`config.mk`:
```
export PLATFORM = sky130hd
export DESIGN_NAME = ufetch_top
export DESIGN_NICKNAME = d
export VERILOG_FILES = /design/src/rtl/ufetch_pkg.sv /design/src/rtl/ufetch_precheck.sv /design/src/rtl/ufetch_resolve.sv /design/src/rtl/ufetch_req_slot.sv /design/src/rtl/ufetch_top.sv
export SDC_FILE = /design/constraint.sdc
export NUM_CORES = 1
export LEC_CHECK = 0
export BUFFER_PORTS_ARGS = -buffer_cell sky130_fd_sc_hd__buf_4
export CAP_MARGIN = 25
export CORE_ASPECT_RATIO = 0.7
export CORE_MARGIN = 3
export CORE_UTILIZATION = 40
export CTS_CLUSTER_DIAMETER = 150
export DETAILED_ROUTE_END_ITERATION = 10
export GPL_TIMING_DRIVEN = 1
export PLACE_DENSITY_LB_ADDON = 0.3
export SLEW_MARGIN = 15
export SYNTH_ARGS = -nofsm -noshare
export SYNTH_HDL_FRONTEND = slang
export SYNTH_HIERARCHICAL = 1
export SYNTH_SLANG_ARGS = --single-unit
```
`constraint.sdc`:
```
create_clock -name clk -period 2.3 [get_ports clk]
set_input_delay 0.345 -clock clk [delete_from_list [all_inputs] [get_ports clk]]
set_output_delay 0.345 -clock clk [all_outputs]
set_load 0.01 [all_outputs]
```
`src/rtl/ufetch_pkg.sv`:
```
package ufetch_pkg;

    typedef enum logic [1:0] {
        CAUSE_MISALIGN = 2'd0,
        CAUSE_LOWADDR  = 2'd1,
        CAUSE_NOEXEC   = 2'd2,
        CAUSE_ECALL    = 2'd3
    } fault_cause_e;

    typedef enum logic [1:0] {
        ST_IDLE  = 2'd0,
        ST_UNTR  = 2'd1,
        ST_TRUST = 2'd2
    } fetch_state_e;

    localparam logic [31:0] SYSCALL_WORD = 32'h0000_0073;

    localparam int PORT_MEM  = 0;
    localparam int PORT_PERM = 1;
    localparam int PORT_ROM  = 2;
    localparam int NUM_PORTS = 3;

endpackage

```
`src/rtl/ufetch_precheck.sv`:
```
module ufetch_precheck
    import ufetch_pkg::*;
#(
    parameter int PC_W       = 48,
    parameter int GUARD_BITS = 16
) (
    input  logic [PC_W-1:0] pc,
    input  logic            untrusted_en,
    output logic            fault,
    output logic [1:0]      cause
);

    always_comb begin
        fault = 1'b1;
        cause = CAUSE_MISALIGN;
        if (pc[1:0] != 2'b00) begin
            cause = CAUSE_MISALIGN;
        end else if (pc[PC_W-1:GUARD_BITS] == '0) begin
            cause = CAUSE_LOWADDR;
        end else if (!untrusted_en) begin
            cause = CAUSE_NOEXEC;
        end else begin
            fault = 1'b0;
        end
    end

endmodule

```
`src/rtl/ufetch_resolve.sv`:
```
module ufetch_resolve
    import ufetch_pkg::*;
#(
    parameter int DATA_W   = 64,
    parameter int INSTR_W  = 32,
    parameter int PERM_W   = 3,
    parameter int EXEC_BIT = 2,
    parameter int SEL_W    = 1
) (
    input  logic [DATA_W-1:0]  dword,
    input  logic [SEL_W-1:0]   lane_sel,
    input  logic [PERM_W-1:0]  perm,
    output logic [INSTR_W-1:0] word,
    output logic               fault,
    output logic [1:0]         cause
);

    localparam int LANES = DATA_W / INSTR_W;

    logic [INSTR_W-1:0] lane [LANES];
    logic [INSTR_W-1:0] picked;
    logic               unused_perm;

    for (genvar g = 0; g < LANES; g++) begin : g_lane
        assign lane[g] = dword[g*INSTR_W +: INSTR_W];
    end

    assign picked      = lane[lane_sel];
    assign unused_perm = ^perm;

    always_comb begin
        word  = '0;
        fault = 1'b1;
        cause = CAUSE_NOEXEC;
        if (!perm[EXEC_BIT]) begin
            cause = CAUSE_NOEXEC;
        end else if (picked == INSTR_W'(SYSCALL_WORD)) begin
            cause = CAUSE_ECALL;
        end else begin
            fault = 1'b0;
            word  = picked;
        end
    end

endmodule

```
`src/rtl/ufetch_req_slot.sv`:
```
module ufetch_req_slot (
    input  logic clk,
    input  logic rst_n,
    input  logic start,
    input  logic ready,
    output logic valid
);

    logic valid_d, valid_q;

    always_comb begin
        valid_d = valid_q;
        if (start) begin
            valid_d = 1'b1;
        end else if (valid_q && ready) begin
            valid_d = 1'b0;
        end
    end

    always_ff @(posedge clk) begin
        if (!rst_n) begin
            valid_q <= 1'b0;
        end else begin
            valid_q <= valid_d;
        end
    end

    assign valid = valid_q;

endmodule

```
`src/rtl/ufetch_top.sv`:
```
module ufetch_top
    import ufetch_pkg::*;
#(
    parameter int PC_W       = 48,
    parameter int PAGE_SHIFT = 12,
    parameter int GUARD_BITS = 16,
    parameter int DATA_W     = 64,
    parameter int INSTR_W    = 32,
    parameter int PERM_W     = 3,
    parameter int EXEC_BIT   = 2
) (
    input  logic                     clk,
    input  logic                     rst_n,
    input  logic                     untrusted_en,
    input  logic                     req_valid,
    output logic                     req_ready,
    input  logic                     req_untrusted,
    input  logic [PC_W-1:0]          req_pc,
    output logic                     rom_req_valid,
    input  logic                     rom_req_ready,
    output logic [PC_W-1:0]          rom_req_addr,
    input  logic                     rom_rsp_valid,
    input  logic [INSTR_W-1:0]       rom_rsp_data,
    output logic                     mem_req_valid,
    input  logic                     mem_req_ready,
    output logic [PC_W-1:0]          mem_req_addr,
    input  logic                     mem_rsp_valid,
    input  logic [DATA_W-1:0]        mem_rsp_data,
    output logic                     perm_req_valid,
    input  logic                     perm_req_ready,
    output logic [PC_W-PAGE_SHIFT-1:0] perm_req_page,
    input  logic                     perm_rsp_valid,
    input  logic [PERM_W-1:0]        perm_rsp_bits,
    output logic                     out_valid,
    output logic [INSTR_W-1:0]       out_instr,
    output logic                     out_fault,
    output logic [1:0]               out_cause,
    output logic                     out_trusted,
    output logic                     out_untrusted
);

    localparam int PAGE_W       = PC_W - PAGE_SHIFT;
    localparam int BYTE_SEL_W   = $clog2(DATA_W / 8);
    localparam int INSTR_BYTE_W = $clog2(INSTR_W / 8);
    localparam int LANE_SEL_W   = BYTE_SEL_W - INSTR_BYTE_W;

    typedef struct packed {
        fetch_state_e       st;
        logic [PC_W-1:0]    pc;
        logic               mem_got;
        logic               perm_got;
        logic [DATA_W-1:0]  dword;
        logic [PERM_W-1:0]  perm;
        logic               out_valid;
        logic               out_fault;
        logic [1:0]         out_cause;
        logic               out_src_untr;
        logic [INSTR_W-1:0] out_word;
    } fetch_regs_t;

    fetch_regs_t r_d, r_q;

    logic                 pre_fault;
    logic [1:0]           pre_cause;
    logic [DATA_W-1:0]    dword_live;
    logic [PERM_W-1:0]    perm_live;
    logic                 mem_have, perm_have;
    logic [INSTR_W-1:0]   res_word;
    logic                 res_fault;
    logic [1:0]           res_cause;
    logic [NUM_PORTS-1:0] slot_start, slot_ready, slot_valid;

    ufetch_precheck #(
        .PC_W       (PC_W),
        .GUARD_BITS (GUARD_BITS)
    ) i_precheck (
        .pc           (req_pc),
        .untrusted_en (untrusted_en),
        .fault        (pre_fault),
        .cause        (pre_cause)
    );

    assign mem_have   = r_q.mem_got | mem_rsp_valid;
    assign perm_have  = r_q.perm_got | perm_rsp_valid;
    assign dword_live = r_q.mem_got ? r_q.dword : mem_rsp_data;
    assign perm_live  = r_q.perm_got ? r_q.perm : perm_rsp_bits;

    ufetch_resolve #(
        .DATA_W   (DATA_W),
        .INSTR_W  (INSTR_W),
        .PERM_W   (PERM_W),
        .EXEC_BIT (EXEC_BIT),
        .SEL_W    (LANE_SEL_W)
    ) i_resolve (
        .dword    (dword_live),
        .lane_sel (r_q.pc[BYTE_SEL_W-1:INSTR_BYTE_W]),
        .perm     (perm_live),
        .word     (res_word),
        .fault    (res_fault),
        .cause    (res_cause)
    );

    assign slot_ready[PORT_MEM]  = mem_req_ready;
    assign slot_ready[PORT_PERM] = perm_req_ready;
    assign slot_ready[PORT_ROM]  = rom_req_ready;

    for (genvar g = 0; g < NUM_PORTS; g++) begin : g_slot
        ufetch_req_slot i_slot (
            .clk   (clk),
            .rst_n (rst_n),
            .start (slot_start[g]),
            .ready (slot_ready[g]),
            .valid (slot_valid[g])
        );
    end

    always_comb begin
        r_d           = r_q;
        r_d.out_valid = 1'b0;
        slot_start    = '0;
        case (r_q.st)
            ST_IDLE: begin
                if (req_valid) begin
                    r_d.pc = req_pc;
                    if (!req_untrusted) begin
                        r_d.st               = ST_TRUST;
                        slot_start[PORT_ROM] = 1'b1;
                    end else if (pre_fault) begin
                        r_d.out_valid    = 1'b1;
                        r_d.out_fault    = 1'b1;
                        r_d.out_cause    = pre_cause;
                        r_d.out_src_untr = 1'b1;
                        r_d.out_word     = '0;
                    end else begin
                        r_d.st                = ST_UNTR;
                        r_d.mem_got           = 1'b0;
                        r_d.perm_got          = 1'b0;
                        slot_start[PORT_MEM]  = 1'b1;
                        slot_start[PORT_PERM] = 1'b1;
                    end
                end
            end
            ST_UNTR: begin
                if (mem_rsp_valid && !r_q.mem_got) begin
                    r_d.mem_got = 1'b1;
                    r_d.dword   = mem_rsp_data;
                end
                if (perm_rsp_valid && !r_q.perm_got) begin
                    r_d.perm_got = 1'b1;
                    r_d.perm     = perm_rsp_bits;
                end
                if (mem_have && perm_have) begin
                    r_d.st           = ST_IDLE;
                    r_d.out_valid    = 1'b1;
                    r_d.out_fault    = res_fault;
                    r_d.out_cause    = res_cause;
                    r_d.out_src_untr = 1'b1;
                    r_d.out_word     = res_word;
                end
            end
            ST_TRUST: begin
                if (rom_rsp_valid) begin
                    r_d.st           = ST_IDLE;
                    r_d.out_valid    = 1'b1;
                    r_d.out_fault    = 1'b0;
                    r_d.out_cause    = '0;
                    r_d.out_src_untr = 1'b0;
                    r_d.out_word     = rom_rsp_data;
                end
            end
            default: r_d.st = ST_IDLE;
        endcase
    end

    always_ff @(posedge clk) begin
        if (!rst_n) begin
            r_q <= '0;
        end else begin
            r_q <= r_d;
        end
    end

    assign req_ready      = (r_q.st == ST_IDLE);
    assign mem_req_valid  = slot_valid[PORT_MEM];
    assign perm_req_valid = slot_valid[PORT_PERM];
    assign rom_req_valid  = slot_valid[PORT_ROM];
    assign mem_req_addr   = {r_q.pc[PC_W-1:BYTE_SEL_W], {BYTE_SEL_W{1'b0}}};
    assign perm_req_page  = r_q.pc[PC_W-1:PAGE_SHIFT];
    assign rom_req_addr   = r_q.pc;
    assign out_valid      = r_q.out_valid;
    assign out_instr      = r_q.out_word;
    assign out_fault      = r_q.out_fault;
    assign out_cause      = r_q.out_cause;
    assign out_trusted    = r_q.out_valid & ~r_q.out_src_untr;
    assign out_untrusted  = r_q.out_valid & r_q.out_src_untr;

    wire [PAGE_W-1:0] unused_page_width_probe = perm_req_page;

endmodule

```
# After elaboration in Yosys (flattened, before gate mapping)
# Cells that the tools add are included.
[word_totals]
ff_bits = 159
word_cells = 101
[op_classes]
n_lt_le_gt_ge = 1
n_eq_ne = 12
muxes = 45
bitwise = 6
n_reduce_logical = 23
[ops]
columns = ["cell", "n"]
rows = [
  ["$mux W37", 5],
  ["$mux W32", 5],
  ["$pmux W37 S3", 1],
  ["$mux W64", 1],
  ["$mux W52", 1],
  ["$eq A32 B7 Y1 const B", 1],
  ["$logic_not A32 Y1", 1],
  ["$mux W2", 12],
  ["$mux W1", 15],
  ["$ne A2 B2 Y1 const B", 6],
  ["$reduce_and A5 Y1", 2],
  ["$reduce_bool A2 Y1", 5],
  ["$mux W3", 3],
  ["$logic_and A1 B1 Y1", 6],
  ["$pmux W2 S3", 1],
  ["$reduce_and A2 Y1", 3],
  ["$reduce_and A6 Y1", 1],
  ["$ne A2 B1 Y1 const B", 2],
  ["$pmux W2 S2", 1],
  ["$reduce_and A4 Y1", 1],
  ["$ne A3 B3 Y1 const B", 1],
  ["$reduce_bool A3 Y1", 1],
  ["$and A1 B1 Y1", 2],
  ["$eq A2 B1 Y1 const B", 1],
  ["other kinds (7)", 9],
]

# Longest topological paths before layout
# Gate-level depths: netlist of run 1.
[logic_depth]
depth_word = 9
ltp_mapped = 10
ltp_nobuf = 7

# By module
# The synthesis of run 1 kept the hierarchy.
[modules_own_cells]
columns = ["module", "instances", "cells_each", "area_each_um2"]
rows = [
  ["ufetch_top", 1, 979, 8246.7],
  ["ufetch_resolve", 1, 108, 798.3],
  ["ufetch_req_slot", 3, 3, 41.3],
  ["ufetch_precheck", 1, 15, 105.1],
]

# Worst setup path after synthesis of run 1
# No wires, ideal clock.
[synth_path]
path_kind = "flip-flop to flip-flop"
from = "reg r_q[105] (netlist name)"
to = "reg r_q (netlist bit out_fault)"
setup_time_ps = 58
arrival_ps = 2290
required_ps = 2242
slack_ps = -48
path_stages_with_launch = 11
path_cell_list = "dfxtp_1 -> buf_2 -> buf_2 -> buf_2 -> mux2_2 -> nor4b_2 -> nand4_1 -> mux2i_4 -> a31o_1 -> o21a_1 -> o221a_2"
[synth_via]
elab_chain_len = 9
elab_cells_between_ends = 13
classes_between = "eq/ne: 2; mux: 8; bitwise: 1; reduce/logical: 2"
[synth_rtl]
columns = ["item", "line", "text"]
rows = [
  ["start, declared", "ufetch_top.sv:61", "fetch_regs_t r_d, r_q;"],
  ["start signal, assigned", "ufetch_top.sv:179", "r_q <= r_d;"],
  ["$mux W64", "ufetch_top.sv:85", "assign dword_live = r_q.mem_got ? r_q.dword : mem_rsp_data;"],
  ["via dword_live[30]", "ufetch_top.sv:65", "logic [DATA_W-1:0] dword_live;"],
  ["$mux W32 (not written as such) (3 in a row)", "ufetch_resolve.sv:28", "assign picked = lane[lane_sel];"],
  ["$eq A32 B7 Y1", "ufetch_resolve.sv:37", "end else if (picked == INSTR_W'(SYSCALL_WORD)) begin"],
  ["$mux W1", "ufetch_resolve.sv:37", ""],
  ["$mux W1", "ufetch_resolve.sv:35", "if (!perm[EXEC_BIT]) begin"],
  ["via res_fault", "ufetch_top.sv:69", "logic res_fault;"],
  ["$mux W37", "ufetch_top.sv:152", "if (mem_have && perm_have) begin"],
  ["$pmux W37 S3", "ufetch_top.sv:121", "case (r_q.st)"],
]
# The timed path passes the listed nets, and every way through them passes these cells. The select of a mux whose other input is x is not followed.
# A chain may end at the register's enable or synchronous reset.

# Worst setup path after layout of run 1
[layout_path]
from = "reg r_q[105] (netlist name)"
to = "reg r_q (netlist bit out_instr[6])"
[layout_via]
elab_chain_len = 9
elab_cells_between_ends = 13
classes_between = "eq/ne: 2; mux: 8; bitwise: 1; reduce/logical: 2"
[layout_rtl]
columns = ["item", "line", "text"]
rows = [
  ["$mux W64", "ufetch_top.sv:85", ""],
  ["via dword_live[47]", "ufetch_top.sv:65", ""],
  ["$mux W32 (not written as such) (3 in a row)", "ufetch_resolve.sv:28", ""],
  ["$eq A32 B7 Y1", "ufetch_resolve.sv:37", ""],
  ["$mux W32", "ufetch_resolve.sv:37", ""],
  ["$mux W32", "ufetch_resolve.sv:35", ""],
  ["via res_word[6]", "ufetch_top.sv:68", "logic [INSTR_W-1:0] res_word;"],
  ["$mux W37", "ufetch_top.sv:152", ""],
  ["$pmux W37 S3", "ufetch_top.sv:121", ""],
]
# The timed path passes the listed nets, and every way through them passes these cells. The select of a mux whose other input is x is not followed.

==> summary.txt, run 1 <==
STA
  – Slew HR: between 60% and 70%
  – Fmax: approximately 430 MHz
  – Hold slack: approximately 0.16 ns
  – Final period utilization: 101.3%
  – Min Tclk post-route: 2.329 ns
  – RSZ-0062 raised after global routing: yes
  – Final setup violation count: 5
  – Fin. Hold Viols: 0
  – Worst Skew: about 0.012 ns
  – Final WS setup: -0.02887 ns
  – Setup TNS: -0.1081 ns
  – Slew Limit Fails: 0
  – Slew @ Worst Pin: 0.5196 ns

Layout
  – Layout filler cell count: ~2.1k
  – # nets final: approximately 1.4k
  – Multi-input logic area: roughly 0.0045 sq mm
  – Final Core Density: between 50% and 60%
  – Layout cells sized above 1: 39.97%
  – Reg area: between 0.003 and 0.004 sq mm
  – Commonest non-fill, non-tap cell in the layout: buf_4
  – Syn-to-layout area delta: 26.06%
  – Most frequent cells in the layout: 355 x buf_4, 270 x nand2_1, 155 x dfxtp_1
  – ANT cells: 0

GRT
  – Vias in the first global route: about 7.2k
  – Overflow after GRT: 0
  – All-Layer GR Usage: a little over a fifth
  – Initial antenna violation count: 2
  – Pin count of the biggest net entering global routing: 73
  – First-pass GRT wire length: around 42 mm

Worst setup path
  – Crit end category: flip-flop
  – Data required, critical path: around 2.6 ns
  – Critical path peak fanout: 7
  – Reg2reg setup slack: -0.03 ns
  – Critical path launch point type: flip-flop
  – Setup Crit Path Kind: flip-flop to flip-flop
  – CP arrival: between 2 and 3 ns
  – R2R depth: 9
  – R2r startpoint: r_q[105]
  – R2r endpoint: out_instr[6]

Floorplanning
  – Io pins: 332
  – Chip Height: about 130 um
  – Die Area: 0.02483 sq mm
  – Row Count: 45
  – Die Wd: ~190 um
  – Core Region: between 0.02 and 0.025 sq mm
  – Starting Density: 41.48%

Worst hold path
  – Hold path cells: 3
  – HP Class: input port to flip-flop
  – Hold Crit Start: rom_rsp_data[26]
  – Worst hold endpoint: out_instr[26]

Synth
  – Syn Std Cell Area: around 0.0092 sq mm
  – Synth Area per Inst: 8.322 sq um
  – Mapped Cells: roughly 1.1k
  – Yosys warns: 6

Routing
  – Detailed Route WL: 28.23 mm
  – DR WL/cell: around 18 um
  – Starting DRT DRC Count: 572
  – Final ANT Viol Nets: 0
  – Via Count: 7886
  – DRC errors left: 0
  – Pre-antenna DRT Iters: 5
  – Vias/cell: 5.020

Placement
  – Hpwl dp: roughly 21 mm
  – Port bufs: approximately 330
  – GPL Wtd Cong: 0.8280

Power
  – Leak pwr: about 4.8 nW
  – Pwr Total: about 0.0070 W
  – Part of the power in registers: a little over two fifths
  – Cell Pwr Density: 605.1 mW/mm^2
  – Int Pwr: approximately 0.0050 W
  – Clock network power share: between 30% and 40%
  – Peak supply drop: 0.4785 mV
  – Switching Fraction: ~29%
  – Logic pwr share: 19.0%
  – P_sw: between 0.002 and 0.0025 W

Clock tree
  – Worst-Skew Late Latency: roughly 0.43 ns
  – CTS Root Cell: clkbuf_16
  – Hold-fix buffers, CTS: 0
  – H-tree depth: 4
  – Clk slew on worst S/H paths: approximately 0.070 ns
  – CTS sink cnt: between 150 and 200
  – CTS Buf Count: 17
  – Clock Path Buffers: 2
  – CTS tree: done

Flow run
  – Max_cap viols: 0

Run status
  – Status: complete, but fails checks
  – Failing checks: setup timing
worst max-delay path, cell delays in order (launching register included):
cell and delay (ns):
dfxtp_4 0.36, buf_12 0.13, clkbuf_16 0.15, buf_4 0.14, mux2_2 0.35, nor4_1 0.33
o22a_2 0.32, a31oi_1 0.16, o21ai_1 0.19, a21oi_1 0.09
metrics by stage:
stage	std cells	setup WS, ns	area (sq um)
CTS	1565	-0.007565	11350
floorplan	1105	0.005927	9199
global placement	1533	-0.08151	10780
finish	1571	-0.02887	11570
detailed placement	1533	-0.1110	10780
global route	1571	-0.1123	11570
final cells by class:
class                      count  area share (%)
clock buffer                  18           3.795
multi-input combinational    704           38.95
tap                          305           3.298
inverter                       2         0.06488
timing repair buffer         371           25.58
sequential                   157           27.21
clock inverter                14           1.103
routing by layer:
| layer | GRT usage [%] | up-vias | wire length [um] |
|---|---|---|---|
| li1 | - | 3866 | - |
| met1 | 32.13 | 3723 | 13580 |
| met2 | 31.05 | 274 | 11940 |
| met3 | 6.541 | 19 | 2447 |
| met4 | 3.777 | 4 | 234 |
| met5 | 0 | - | 27 |
sequential cells by signal, indices dropped and copies added, names as in the netlist:
| signal | count |
|---|---|
| r_q | 70 |
| out_instr | 32 |
| rom_req_addr | 48 |
| out_cause | 2 |
| g_slot.i_slot/valid | 3 |
| out_fault | 1 |
| out_valid | 1 |
how the worst max path moves through the flow:
stage          startpoint            end  slack (ns)  cells after the start
3_5_place_dp     r_q[105]   out_instr[0]       -0.11                      8
3_3_place_gp   req_pc[44]  out_instr[21]       -0.08                     10
4_1_cts          r_q[105]   out_instr[0]      -0.008                      8
5_1_grt          r_q[105]   out_instr[6]       -0.11                      9
2_1_floorplan    r_q[105]      out_fault       0.006                      9
6_report         r_q[105]   out_instr[6]       -0.03                      9
timing repair:
item,CTS,global route
hold endpoints to repair,0,0
gates resized for setup,5,28
buffers inserted,0,4
gates cloned,0,2
pin swaps,1,16
endpoints found under the setup margin,7,7
power by group through the flow:
stage                     Combinational, W  Sequential (W)  Clock [W]
after detailed placement           0.00130         0.00300          0
final                              0.00133         0.00293    0.00274
after global routing               0.00143         0.00295    0.00291
after global placement             0.00129         0.00299          0
after floorplan                   0.000842         0.00296          0
after CTS                          0.00130         0.00293    0.00281
Note: power is estimated with default switching activity, not from simulation.
==> run 2: changes to the inputs <==
==> constraint.sdc (replaced) <==
create_clock -name clk -period 2.3 [get_ports clk]
set_input_delay 0.23 -clock clk [delete_from_list [all_inputs] [get_ports clk]]
set_output_delay 0.23 -clock clk [all_outputs]
set_load 0.01 [all_outputs]
==> summary.txt, run 2 (synthesized netlist as in run 1, its figures left out) <==
Run status
  – Status: complete, but fails checks
  – Failing checks: setup timing

Worst setup path
  – Critical path launch point type: flip-flop
  – Reg2reg setup slack: -0.002 ns (+0.03 ns)
  – Crit path capture: out_instr[6]
  – Crit end category: flip-flop
  – Critical path peak fanout: 7 (unchanged)
  – Data required, critical path: 2.61 ns (about the same)
  – R2R depth: 9 (unchanged)
  – Setup Crit Path Kind: flip-flop to flip-flop
  – R2r endpoint: out_instr[6]
  – CP startpoint: r_q[105]
  – CP arrival: 2.62 ns (-0.02 ns)
  – R2r startpoint: r_q[105]

Clock tree
  – H-tree depth: 4 (unchanged)
  – CTS sink cnt: 157 (unchanged)
  – Hold-fix buffers, CTS: 0 (unchanged)
  – Clk slew on worst S/H paths: 0.07 ns (about the same)
  – CTS tree: done
  – CTS Buf Count: 17 (unchanged)
  – Worst-Skew Late Latency: 0.43 ns (about the same)
  – CTS Root Cell: clkbuf_16
  – Clock Path Buffers: 2 (unchanged)

Worst hold path
  – HP Class: input port to flip-flop

STA
  – Slew HR: 60.23% (-4.1 points)
  – Fmax: 434.4 MHz (+1.2%)
  – Final setup violation count: 1 (-4)
  – Min Tclk post-route: 2.302 ns (-0.02671 ns)
  – Worst Skew: 0.01427 ns (+0.002290 ns)
  – Slew @ Worst Pin: 0.5800 ns (+0.06046 ns)
  – Final WS setup: -0.002156 ns (+0.02671 ns)
  – Slew Limit Fails: 0 (unchanged)
  – Final period utilization: 100.1% (-1.2 points)
  – RSZ-0062 raised after global routing: yes
  – Fin. Hold Viols: 0 (unchanged)
  – Hold slack: 0.03986 ns (-0.1166 ns)

Floorplanning
  – Die Wd: 187.1 um (unchanged)
  – Row Count: 45 (unchanged)
  – Die Area: 0.02483 sq mm (unchanged)
  – Chip Height: 132.7 um (unchanged)
  – Starting Density: 41.48% (unchanged)
  – Io pins: 332 (unchanged)
  – Core Region: 0.02213 sq mm (unchanged)

Layout
  – Syn-to-layout area delta: 26.34%
  – Most frequent cells in the layout: 355 x buf_4, 270 x nand2_1, 155 x dfxtp_1
  – Layout filler cell count: 2104 (-1.2%)
  – Post-Layout Cell Count: 1572 (+0.064%)
  – Layout cells sized above 1: 39.78% (-0.19 points)
  – Final Core Density: 52.41% (+0.11 points)
  – # nets final: 1412 (+0.071%)
  – Biggest register: r_q
  – Commonest non-fill, non-tap cell in the layout: buf_4
  – Number of flip-flops in the largest register: 70 (unchanged)
  – ANT cells: 0 (unchanged)

Routing
  – Pre-antenna DRT Iters: 5 (unchanged)
  – Final ANT Viol Nets: 0 (unchanged)
  – Detailed Route WL: 28.49 mm (+0.94%)
  – Starting DRT DRC Count: 562 (-1.7%)
  – DRC errors left: 0 (unchanged)
  – Vias/cell: 5.042 (+0.44%)
  – Via Count: 7926 (+0.51%)
  – DR WL/cell: 18.12 um (+0.87%)

Power
  – Pwr Total: 0.007054 W (+0.75%)
  – P_sw: 0.002051 W (+0.87%)
  – Part of the power in registers: 41.6% (-0.3 points)
  – Leak pwr: 4.839 nW (+0.49%)
  – Int Pwr: 0.005003 W (+0.70%)
  – Cell Pwr Density: 608.3 mW/mm^2 (+0.53%)
  – Switching Fraction: 29.08% (+0.034 points)
  – Clock network power share: 39.4% (+0.3 points)
  – Logic pwr share: 19.0% (about the same)
  – Peak supply drop: 0.4619 mV (-3.5%)

GRT
  – Pin count of the biggest net entering global routing: 74 (+1.4%)
  – All-Layer GR Usage: 21.71% (+0.086 points)
  – Initial antenna violation count: 1 (-1)
  – Overflow after GRT: 0 (unchanged)
  – Vias in the first global route: 7313 (+0.99%)
  – First-pass GRT wire length: 42.52 mm (+0.26%)

Placement
  – Placed cells: 1526 (-0.46%)
  – Hpwl dp: 21.12 mm (+0.16%)
  – Port bufs: 326 (unchanged)
  – GPL Wtd Cong: 0.8604 (+3.9%)
  – Pre-CTS WS: -0.05548 ns (+0.05555 ns)

Flow run
  – Max_cap viols: 0 (unchanged)
==> run 2: cell types whose count changed in the layout (fill, tap and decap cells not counted), moves of 2 or more <==
cell / before / now
mux2_2: 53 / 49
inv_8: 1 / 3
mux2_4: 12 / 16
clkinv_4: 4 / 1
==> run 2: how the worst min path moves through the flow <==
stage                     startpoint                      to  cells past startpoint
floorplan                      rst_n  g_slot[0].i_slot/valid                      1
global placement             r_q[93]                 r_q[93]                      2
detailed placement           r_q[94]                 r_q[94]                      2
CTS                 rom_rsp_data[16]           out_instr[16]                      3
global route        rom_rsp_data[16]           out_instr[16]                      3
finish              rom_rsp_data[21]           out_instr[21]                      3
==> run 2: critical path, stage by stage, from the launching register on <==
cell and delay [ns]:
dfxtp_4 0.37, buf_4 0.14, buf_12 0.13, mux2_4 0.31, nor4b_2 0.28, nand4_1 0.17, mux2i_4 0.29, a31oi_1 0.14
o21ai_1 0.25, a21oi_1 0.10
==> run 2: power groups by stage <==
stage               clock, W  sequential, W  combinational (W)
global route         0.00296        0.00295            0.00143
CTS                  0.00285        0.00293            0.00131
global placement           0        0.00299            0.00129
finish               0.00278        0.00293            0.00134
detailed placement         0        0.00299            0.00130
floorplan                  0        0.00296           0.000842
==> run 2: final cells by class <==
class	instances	area [sq um]	share of cell area (%)
flip-flops and latches	157	3148	27.15
clock buffers	19	452.9	3.906
repair buffers	372	2980	25.70
inverters	2	7.507	0.06474
multi-input cells	704	4507	38.86
well taps	305	381.6	3.291
clock inverters	13	118.9	1.025
==> run 2: metrics by stage <==
stage                     instance area, sq um  setup TNS (ns)
after floorplan                           9199               0
after global placement                   10740        -0.07608
after detailed placement                 10740         -0.1687
after CTS                                11310               0
after global routing                     11600         -0.2800
final                                    11600       -0.002156
==> run 2: routing by layer <==
| metal | share of wire (%) | track usage [%] | vias up |
|---|---|---|---|
| met5 | 0.032 | 0 | - |
| met4 | 0.97 | 4.658 | 2 |
| met3 | 8.2 | 5.720 | 21 |
| met2 | 43 | 31.35 | 285 |
| met1 | 48 | 32.30 | 3757 |
| li1 | - | - | 3861 |
==> run 2: repair_timing <==
item / 4_1_cts / 5_1_grt
buffers inserted: 0 / 12
gates cloned: 0 / 2
pin swaps: 0 / 7
endpoints found under the setup margin: 3 / 7
resized for setup: 2 / 34
==> run 3: changes to the inputs <==
--- a/config.mk
+++ b/config.mk
@@ -14,6 +14,7 @@
 export DETAILED_ROUTE_END_ITERATION = 10
 export GPL_TIMING_DRIVEN = 1
 export PLACE_DENSITY_LB_ADDON = 0.3
+export SKIP_CTS_REPAIR_TIMING = 1
 export SLEW_MARGIN = 15
 export SYNTH_ARGS = -nofsm -noshare
 export SYNTH_HDL_FRONTEND = slang
==> summary.txt, run 3 (synthesized netlist as in run 1, its figures left out) <==
STA
  – Slew HR: 62.69% (+2.5 points)
  – Fin. Hold Viols: 0 (unchanged)
  – Final WS setup: -0.02913 ns (-0.02697 ns)
  – Min Tclk post-route: 2.329 ns (+0.02697 ns)
  – Slew @ Worst Pin: 0.5441 ns (-0.03591 ns)
  – Fmax: 429.3 MHz (-1.2%)
  – Hold slack: 0.03882 ns (-0.001039 ns)
  – Slew Limit Fails: 0 (unchanged)
  – RSZ-0062 raised after global routing: yes
  – Setup TNS: -0.05581 ns (-0.05365 ns)
  – Final setup violation count: 2 (+1)
  – Final period utilization: 101.3% (+1.2 points)
  – Worst Skew: 0.01443 ns (+0.0001621 ns)

Worst setup path
  – CP startpoint: r_q[105]
  – Crit end category: flip-flop
  – R2r endpoint: out_instr[6]
  – Setup Crit Path Kind: flip-flop to flip-flop
  – Critical path launch point type: flip-flop
  – R2R depth: 9 (unchanged)
  – R2r startpoint: r_q[105]
  – CP arrival: 2.64 ns (+0.02 ns)
  – Crit path capture: out_instr[6]
  – Critical path peak fanout: 7 (unchanged)
  – Reg2reg setup slack: -0.03 ns (-0.03 ns)
  – Data required, critical path: 2.61 ns (about the same)

Run status
  – Failing checks: setup timing
  – Status: complete, but fails checks

GRT
  – All-Layer GR Usage: 21.71% (unchanged)
  – Pin count of the biggest net entering global routing: 74 (unchanged)
  – First-pass GRT wire length: 42.52 mm (unchanged)
  – Initial antenna violation count: 1 (unchanged)
  – Overflow after GRT: 0 (unchanged)
  – Vias in the first global route: 7313 (unchanged)

Routing
  – Detailed Route WL: 28.53 mm (+0.15%)
  – Via Count: 7928 (+0.025%)
  – Vias/cell: 5.043 (about the same)
  – Pre-antenna DRT Iters: 5 (unchanged)
  – DRC errors left: 0 (unchanged)
  – Starting DRT DRC Count: 652 (+16%)
  – DR WL/cell: 18.15 um (+0.15%)
  – Final ANT Viol Nets: 0 (unchanged)

Layout
  – ANT cells: 0 (unchanged)
  – Commonest non-fill, non-tap cell in the layout: buf_4
  – # nets final: 1412 (unchanged)
  – Multi-input logic area: 0.004506 sq mm (about the same)
  – Final Core Density: 52.43% (about the same)
  – Biggest register: r_q
  – Layout filler cell count: 2104 (unchanged)
  – Most frequent cells in the layout: 354 x buf_4, 270 x nand2_1, 155 x dfxtp_1
  – Syn-to-layout area delta: 26.40% (about the same)
  – Reg area: 0.003148 sq mm (unchanged)
  – Layout cells sized above 1: 39.78% (unchanged)
  – Number of flip-flops in the largest register: 70 (unchanged)

Clock tree
  – Worst-Skew Late Latency: 0.43 ns (about the same)
  – CTS tree: done
  – CTS sink cnt: 157 (unchanged)
  – CTS Buf Count: 17 (unchanged)
  – H-tree depth: 4 (unchanged)
  – CTS Root Cell: clkbuf_16
  – Clk slew on worst S/H paths: 0.07 ns (about the same)
  – Clock Path Buffers: 2 (unchanged)

Power
  – Peak supply drop: 0.4627 mV (+0.17%)
  – Leak pwr: 4.843 nW (about the same)
  – Cell Pwr Density: 608.5 mW/mm^2 (about the same)
  – Pwr Total: 0.007060 W (about the same)

Floorplanning
  – Die Area: 0.02483 sq mm (unchanged)
  – Core Region: 0.02213 sq mm (unchanged)
  – Starting Density: 41.48% (unchanged)
  – Chip Height: 132.7 um (unchanged)
  – Row Count: 45 (unchanged)
  – Io pins: 332 (unchanged)
  – Die Wd: 187.1 um (unchanged)

Placement
  – Port bufs: 326 (unchanged)
  – Hpwl dp: 21.12 mm (unchanged)
  – GPL Wtd Cong: 0.8604 (unchanged)

Worst hold path
  – HP Class: input port to flip-flop
  – Hold Crit Start: rom_rsp_data[21]

Flow run
  – Max_cap viols: 0 (unchanged)
-- run 3: worst max-delay path, cell delays in order (launching register included) --
cell	delay [ns]
dfxtp_4	0.37
buf_4	0.15
clkbuf_16	0.15
mux2_4	0.31
nor4b_2	0.28
nand4_1	0.17
mux2i_4	0.29
a31oi_1	0.14
o21ai_1	0.25
a21oi_1	0.10
-- run 3: cell type report --
type                       count  share of cell area, %
multi-input combinational    704                  38.83
inverter                       2                0.06470
clock buffer                  19                  3.904
timing repair buffer         372                  25.75
tap                          305                  3.289
sequential                   157                  27.13
clock inverter                13                  1.024
-- run 3: where the power goes --
group	switching (W)	internal (W)
Combinational	0.000660	0.000681
Sequential	0.0000988	0.00283
Clock	0.00130	0.00149
-- run 3: layer usage --
layer | vias up | part of all wire, % | global-route usage [%]
met5 | - | 0.032 | 0
met4 | 2 | 0.91 | 4.658
met3 | 19 | 8.5 | 5.720
met2 | 313 | 42 | 31.35
met1 | 3737 | 48 | 32.30
li1 | 3857 | - | -
-- run 3: how the worst min path moves through the flow --
stage	to	cells after the start
after global routing	out_instr[16]	3
after CTS	out_instr[16]	3
final	out_instr[21]	3
after global placement	r_q[93]	2
after detailed placement	r_q[94]	2
after floorplan	g_slot[0].i_slot/valid	1
-- run 3: per-stage QoR --
| stage | instances | instance area [sq um] | setup slack, ns |
|---|---|---|---|
| after floorplan | 1105 | 9199 | 0.005927 |
| after global placement | 1526 | 10740 | -0.05968 |
| after detailed placement | 1526 | 10740 | -0.05548 |
| after CTS | 1558 | 11310 | -0.07215 |
| after global routing | 1572 | 11600 | -0.07340 |
| final | 1572 | 11600 | -0.02913 |
